<file path="src/rtl/tmr_pkg.sv">
package tmr_pkg;
    localparam int CNT_W   = 8;
    localparam int RATIO_W = 3;
    localparam int PRE_W   = 1 << RATIO_W;
    localparam int SYNC_N  = 2;

    typedef enum logic [0:0] {
        PIN_LOW  = 1'b0,
        PIN_HIGH = 1'b1
    } pin_state_t;
endpackage

</file>
<file path="src/rtl/tmr_edge_sync.sv">
module tmr_edge_sync
    import tmr_pkg::*;
#(
    parameter int STAGES = SYNC_N
) (
    input  logic clk,
    input  logic rst_n,
    input  logic pin,
    input  logic fall_sel,
    output logic edge_pulse
);
    logic [STAGES-1:0] sync_q;
    logic              pin_s;
    pin_state_t        state_q, state_d;

    generate
        for (genvar g = 0; g < STAGES; g++) begin : g_sync
            if (g == 0) begin : g_first
                always_ff @(posedge clk or negedge rst_n) begin
                    if (!rst_n) sync_q[g] <= 1'b0;
                    else        sync_q[g] <= pin;
                end
            end else begin : g_rest
                always_ff @(posedge clk or negedge rst_n) begin
                    if (!rst_n) sync_q[g] <= 1'b0;
                    else        sync_q[g] <= sync_q[g-1];
                end
            end
        end
    endgenerate

    assign pin_s = sync_q[STAGES-1];

    always_comb begin
        state_d = state_q;
        unique case (state_q)
            PIN_LOW:  if (pin_s)  state_d = PIN_HIGH;
            PIN_HIGH: if (!pin_s) state_d = PIN_LOW;
            default:  state_d = PIN_LOW;
        endcase
    end

    always_ff @(posedge clk or negedge rst_n) begin
        if (!rst_n) state_q <= PIN_LOW;
        else        state_q <= state_d;
    end

    always_comb begin
        edge_pulse = 1'b0;
        unique case (state_q)
            PIN_LOW:  edge_pulse = pin_s && !fall_sel;
            PIN_HIGH: edge_pulse = !pin_s && fall_sel;
            default:  edge_pulse = 1'b0;
        endcase
    end

    // an edge event is a single-cycle pulse
    assert_pulse_single_R4: assert property (@(posedge clk) disable iff (!rst_n)
        edge_pulse |=> !edge_pulse);
endmodule

</file>
<file path="src/rtl/tmr_prescale.sv">
module tmr_prescale
    import tmr_pkg::*;
#(
    parameter int RW = RATIO_W,
    localparam int PW = 1 << RW
) (
    input  logic          clk,
    input  logic          rst_n,
    input  logic          tick_in,
    input  logic          bypass,
    input  logic [RW-1:0] ratio,
    input  logic          clear,
    output logic          tick_out
);
    logic [PW-1:0] div_q;
    logic [PW-1:0] mask;
    logic          assigned;

    assign assigned = !bypass;

    always_comb begin
        for (int i = 0; i < PW; i++) mask[i] = (i <= int'(ratio));
    end

    always_ff @(posedge clk or negedge rst_n) begin
        if (!rst_n)                     div_q <= '0;
        else if (assigned && clear)     div_q <= '0;
        else if (assigned && tick_in)   div_q <= div_q + 1'b1;
    end

    always_comb begin
        if (bypass) tick_out = tick_in;
        else        tick_out = tick_in && ((div_q & mask) == mask);
    end

    // a load while assigned empties the divider
    assert_clear_on_write_R7: assert property (@(posedge clk) disable iff (!rst_n)
        (assigned && clear) |=> (div_q == '0));
    // divider holds while no source tick arrives
    assert_hold_no_tick_R6: assert property (@(posedge clk) disable iff (!rst_n)
        (!tick_in && !clear) |=> $stable(div_q));
endmodule

</file>
<file path="src/rtl/tmr_count.sv">
module tmr_count
    import tmr_pkg::*;
#(
    parameter int W = CNT_W
) (
    input  logic         clk,
    input  logic         rst_n,
    input  logic         inc,
    input  logic         load,
    input  logic [W-1:0] load_val,
    input  logic         flag_clr,
    output logic [W-1:0] value,
    output logic         flag
);
    localparam logic [W-1:0] TOP = '1;
    logic wrap;

    assign wrap = inc && !load && (value == TOP);

    always_ff @(posedge clk or negedge rst_n) begin
        if (!rst_n)    value <= '0;
        else if (load) value <= load_val;
        else if (inc)  value <= value + 1'b1;
    end

    always_ff @(posedge clk or negedge rst_n) begin
        if (!rst_n)        flag <= 1'b0;
        else if (wrap)     flag <= 1'b1;
        else if (flag_clr) flag <= 1'b0;
    end

    assert_load_wins_R9: assert property (@(posedge clk) disable iff (!rst_n)
        load |=> (value == $past(load_val)));
    assert_wrap_flag_R8: assert property (@(posedge clk) disable iff (!rst_n)
        (inc && !load && value == TOP) |=> (flag && value == '0));
    assert_flag_sticky_R8: assert property (@(posedge clk) disable iff (!rst_n)
        (flag && !flag_clr) |=> flag);
endmodule

</file>
<file path="src/rtl/tick_timer.sv">
module tick_timer
    import tmr_pkg::*;
(
    input  logic               clk,
    input  logic               rst_n,
    input  logic               cyc_en,
    input  logic               ext_pin,
    input  logic               src_ext,
    input  logic               edge_fall,
    input  logic               pre_bypass,
    input  logic [RATIO_W-1:0] pre_ratio,
    input  logic               wr_en,
    input  logic [CNT_W-1:0]   wr_data,
    output logic [CNT_W-1:0]   rd_data,
    input  logic               ovf_clr,
    output logic               ovf_flag
);
    logic ext_tick;
    logic src_tick;
    logic cnt_tick;

    tmr_edge_sync #(.STAGES(SYNC_N)) u_edge (
        .clk        (clk),
        .rst_n      (rst_n),
        .pin        (ext_pin),
        .fall_sel   (edge_fall),
        .edge_pulse (ext_tick)
    );

    assign src_tick = src_ext ? ext_tick : cyc_en;

    tmr_prescale #(.RW(RATIO_W)) u_pre (
        .clk      (clk),
        .rst_n    (rst_n),
        .tick_in  (src_tick),
        .bypass   (pre_bypass),
        .ratio    (pre_ratio),
        .clear    (wr_en),
        .tick_out (cnt_tick)
    );

    tmr_count #(.W(CNT_W)) u_cnt (
        .clk      (clk),
        .rst_n    (rst_n),
        .inc      (cnt_tick),
        .load     (wr_en),
        .load_val (wr_data),
        .flag_clr (ovf_clr),
        .value    (rd_data),
        .flag     (ovf_flag)
    );

    assert_bypass_step_R3: assert property (@(posedge clk) disable iff (!rst_n)
        (pre_bypass && !src_ext && cyc_en && !wr_en) |=> (rd_data == $past(rd_data) + 1'b1));
    assert_write_visible_R2: assert property (@(posedge clk) disable iff (!rst_n)
        wr_en |=> (rd_data == $past(wr_data)));
    assert_idle_hold_R10: assert property (@(posedge clk) disable iff (!rst_n)
        (!src_ext && !cyc_en && !wr_en) |=> $stable(rd_data));
endmodule

</file>
<file path="config.mk">
export PLATFORM = sky130hd
export DESIGN_NAME = tick_timer
export DESIGN_NICKNAME = d
export VERILOG_FILES = /design/src/rtl/tmr_pkg.sv /design/src/rtl/tmr_edge_sync.sv /design/src/rtl/tmr_prescale.sv /design/src/rtl/tmr_count.sv /design/src/rtl/tick_timer.sv
export SDC_FILE = /design/constraint.sdc
export NUM_CORES = 1
export LEC_CHECK = 0
export ABC_AREA = 1
export BUFFER_PORTS_ARGS = -buffer_cell sky130_fd_sc_hd__buf_2
export CAP_MARGIN = 20
export CELL_PAD_IN_SITES_DETAIL_PLACEMENT = 1
export CELL_PAD_IN_SITES_GLOBAL_PLACEMENT = 2
export CORE_MARGIN = 2
export CORE_UTILIZATION = 31
export CTS_BUF_LIST = sky130_fd_sc_hd__clkbuf_8 sky130_fd_sc_hd__clkbuf_16
export DETAILED_ROUTE_END_ITERATION = 10
export GPL_TIMING_DRIVEN = 0
export PLACE_DENSITY_LB_ADDON = 0.1
export REMOVE_ABC_BUFFERS = 1
export SLEW_MARGIN = 40
export SYNTH_ARGS = -nofsm -noshare
export SYNTH_HDL_FRONTEND = slang
export SYNTH_SLANG_ARGS = --single-unit
</file>
<file path="constraint.sdc">
create_clock -name clk -period 3.9 [get_ports clk]
set_input_delay 0.195 -clock clk [delete_from_list [all_inputs] [get_ports clk]]
set_output_delay 0.195 -clock clk [all_outputs]
set_load 0.05 [all_outputs]
</file>
# After elaboration in Yosys (flattened, before gate mapping)
# Index checks and enable logic that the tools add are counted.
dict set report op_classes {
  addsub 2
  order_cmp 7
  n_eq_ne 2
  muxes 10
  n_bitwise 2
  n_reduce_logical 14
}
# operator n
set op_table {}
lappend op_table {{$mux 8} 4}
lappend op_table {{$add 8x1->8 const B} 2}
lappend op_table {{$le 3x3->1 const A} 4}
lappend op_table {{$and 8x8->8} 1}
lappend op_table {{$eq 8x8->1} 1}
lappend op_table {{$eq 8x8->1 const B} 1}
lappend op_table {{$logic_and 1x1->1} 7}
lappend op_table {{$le 2x3->1 const A} 2}
lappend op_table {{$reduce_bool 2->1} 3}
lappend op_table {{$mux 1} 5}
lappend op_table {{$logic_not 1->1} 4}
lappend op_table {{$le 1x3->1 const A} 1}
lappend op_table {{$pmux 1 s2} 1}
lappend op_table {{$not 1->1} 1}
dict set report word_totals {
  reg_bits 20
  wordCells 43
}

# Longest topological paths before layout
dict set report depth {
  depth_word 9
  ltp_mapped 11
}

# By module
# Synthesis repeated with hierarchy kept, for this count alone.
dict set report hier_totals {
  cells_unflattened 169
  hier_area_um2 1237.4
}
# mod instances cells_per_inst area_per_inst_um2 seq_area_each_um2
set modules_own_cells {}
lappend modules_own_cells {tmr_prescale 1 87 570.5 200.2}
lappend modules_own_cells {tmr_count 1 69 551.8 225.2}
lappend modules_own_cells {tmr_edge_sync 1 9 100.1 75.1}
lappend modules_own_cells {tick_timer 1 4 15.0 0.0}

# Worst setup path after synthesis
# No wires, ideal clock.
dict set report synth_path {
  path_type {reg-to-reg}
  from {register u_cnt.value[0]}
  to {register u_cnt.value[6]}
  setup_time_ns 0.067
  arrival_time_ns 1.633
  setup_slack_ns 2.200
  stages_incl_launch_ff 9
  n_path_buf 0
  period_less_slack_ns 1.700
  cell_sequence {dfrtp_1 ha_1 nand3_1 nor2_1 nand2_1 xor2_1 o21ai_0 nand2_1 nand2_1}
}
dict set report synth_via {
  elab_chain_len 3
}
# element line_no
set synth_rtl {}
lappend synth_rtl {{from (decl)} tmr_count.sv:12} ;# output logic [W-1:0] value,
lappend synth_rtl {{from (signal assigned)} tmr_count.sv:22} ;# else if (load) value <= load_val;
lappend synth_rtl {{from (signal assigned)} tmr_count.sv:23} ;# else if (inc) value <= value + 1'b1;
lappend synth_rtl {{$add 8x1->8} tmr_count.sv:23}
lappend synth_rtl {{$mux 8} tmr_count.sv:23}
lappend synth_rtl {{$mux 8} tmr_count.sv:22}
# Every way passes these cells. The select of a mux whose other input is x is not followed.
# A chain may end at the register's enable or synchronous reset.

# Worst setup path in the final report
# Ends and elaborated chain as after synthesis.

==> results.txt <==
Rel. slew slack - 68.53%
WHS - 0.03861 ns
Clock buffer depth - 2
Later-pin clock latency in the skew report - 0.26 ns
Worst-Margin Slew - 0.4721 ns
Top cell type's share of synthesized area - 40.08%
Number of antenna violations at the first check in global routing - 0
Total clock sinks - 20
Core area - 3943 um2
FP Rows - 23
Sequential element share of the synthesized area - 40.08%
Post-CTS sizing - 0
WP data required - 4.10 ns
Leak - 0.7779 nW
WL met1 - 1358 um
DR pass1 iterations - 4
Post-synth EDFFs - 0
Placed insts - 247
GR Overflow Total - 0
Port Buffers - 28
DP Wirelength - 2455 um
Hold Path Class - input port to flop
Skew final - 0.001560 ns
Mapped Cells - 172
Ranking of synthesized cells by area - dfrtp_1 (40%), nand2_1 (15%), nand3_1 (9.2%)
Crit path DAT - 1.63 ns
CTS clock-pin slew for the worst setup and hold paths - 0.08 ns
Fin Setup TNS - 0 ns
Ports - 29
Status - complete, no violations
Final WS setup - 2.470 ns
Critical Path Max Stage Delay - 0.41 ns
Area leader, netlist - dfrtp_1
Max-Cap Viols - 0
Post-route ant nets - 0
Crit-path max FO - 5
Post-route DRC violation count - 0
Share of layout cells above drive strength 1 - 21.89%
CP endpoint kind - flop
Nets - 225
Hold Fails Final Rpt - 0
CTS tree - yes
Routed WL - 3135 um
Netlist cell types - 23
Async S/R FF share, synth - 100.0%
#FFs+latches synth - 20
Worst setup SP type - flop
Total number of vias - 1193
DR top layer - met4
Clock Power Share - 22.9%
DR WL met3 - 65 um
Tcrit/Tclk final - 36.67%
Slowest cell on the critical path - dfrtp_1
CTS Buf Count - 3
H-tree levels - 1
DR WL met2 - 1691 um
Flop pwr share - 45.4%
N_diodes - 0
Pwr/cell area - 406.1 nW/um2
Sw Share - 39.39%
Max VDD drop - 0.1644 mV
RSZ-0062 raised after global routing - no
Combinational power share - 31.7%
Min Tclk post-route - 1.430 ns
Final core occ - 37.80%
Final slew viol count - 0
Cell mode on critical path - nand2_1
Via density - 4.753
Gpl congestion - 0.7514
Critical-path cell list - ha_1 -> nand3_1 -> nor2_1 -> nand2_1 -> xor2_1 -> o21ai_0 -> nand2_1 -> nand2_1
Final number of setup-violating endpoints - 0
Pint - 0.3668 mW
Ys flop type - dfrtp_1
Die H - 67.47 um
Area delta synth->final - 19.34%
CP Class - flop to flop
Die width - 67.47 um
Vias in the first global route - 1242
Number of DRC markers in iteration 0 - 15
Initial Util - 31.67%
Commonest cells post-synth - nand2_1 (51), nand3_1 (23), dfrtp_1 (20), inv_1 (19), o21ai_0 (11)
Layout Cells excl Fill - 251
Mapped cell area - 1249 um2
Fmax - 699.3 MHz
Synth warn - 0
Root Buffer - clkbuf_8
Tot GR Track Use - 16.45%
P_sw - 0.2384 mW
Avg WL per Cell - 12.49 um
Area of the die - 4552 um2
First-pass GRT wire length - 5678 um
Mapped Avg Cell Area - 7.260 um2
Maximum number of pins on one net before global-route repair - 21
Count leader, synth - nand2_1
Post-place setup slack - 2.383 ns
==> cells in the final DEF (no fill, tap or decap), types with 5 or more instances in the layout <==
cell type	Yosys	layout
buf_2	0	28
dfrtp_1	20	20
inv_1	19	19
nand2_1	51	51
nand3_1	23	23
nand4_1	5	5
nor2_1	10	10
o21ai_0	11	11
xor2_1	6	6
==> cell families after synthesis <==
group           after synthesis  share of synthesized area, %
fa+ha+maj                     2                         2.004
flops                        20                         40.08
xor+xnor                      7                         4.910
buf+inv                      25                         7.615
simple gates                 98                         35.77
compound gates               20                         9.619
==> power by group through the flow <==
stage | logic [mW] | registers, mW | clock network, mW
after floorplan | 0.0918 | 0.318 | 0
after global placement | 0.187 | 0.278 | 0
after detailed placement | 0.194 | 0.280 | 0
after CTS | 0.196 | 0.276 | 0.145
after global routing | 0.219 | 0.283 | 0.150
final | 0.192 | 0.275 | 0.139
==> layer usage <==
metal	vias up	GRT usage, %
li1	613	-
met1	564	20.77
met2	14	29.29
met4	0	4.592
met5	-	0
met3	2	2.000
==> state kept, by name, indices dropped and copies added (netlist names) <==
| register | flops |
|---|---|
| u_edge.state_q | 1 |
| u_cnt.flag | 1 |
| u_cnt.value | 8 |
| u_edge.sync_q | 1 |
| u_pre.div_q | 8 |
| u_edge.pin_s | 1 |
==> layout make-up <==
class,instances,area (um2)
inverters,22,82.58
multi-input cells,127,653.1
clock buffers,3,41.29
fillers,509,2452
repair buffers,29,150.1
well taps,50,62.56
flip-flops and latches,20,500.5
==> worst paths after layout <==
check                                       from          endpoint  slack [ns]  depth (start not counted)
max in group asynchronous                  rst_n    u_cnt.value[4]        3.16                          2
worst max register to register    u_cnt.value[0]    u_cnt.value[6]        2.47                          8
worst min-delay path                     ext_pin  u_edge.sync_q[0]        0.04                          1
worst min register to register  u_edge.sync_q[0]      u_edge.pin_s        0.36                          0
min in group asynchronous                  rst_n    u_pre.div_q[6]        0.42                          2
worst max-delay path              u_cnt.value[0]    u_cnt.value[6]        2.47                          8
==> per-stage QoR <==
stage	total power [mW]	instance area (um2)
6_report	0.6052	1490
5_1_grt	0.6517	1490
4_1_cts	0.6162	1490
3_5_place_dp	0.4735	1439
3_3_place_gp	0.4647	1439
2_1_floorplan	0.4100	1236
==> worst max-delay path: cells and delay by family, from the launching register on <==
kind,cells,cell delay (ns)
compound gates,1,0.15
fa+ha+maj,1,0.20
flops,1,0.41
simple gates,5,0.47
xor+xnor,1,0.14
==> timing repair <==
action	4_1_cts	5_1_grt
hold buffers	1	0
setup endpoints to repair	0	0
setup buffers	0	0
endpoints found under the hold margin	20	0
Power figures use the tool's default switching activity.
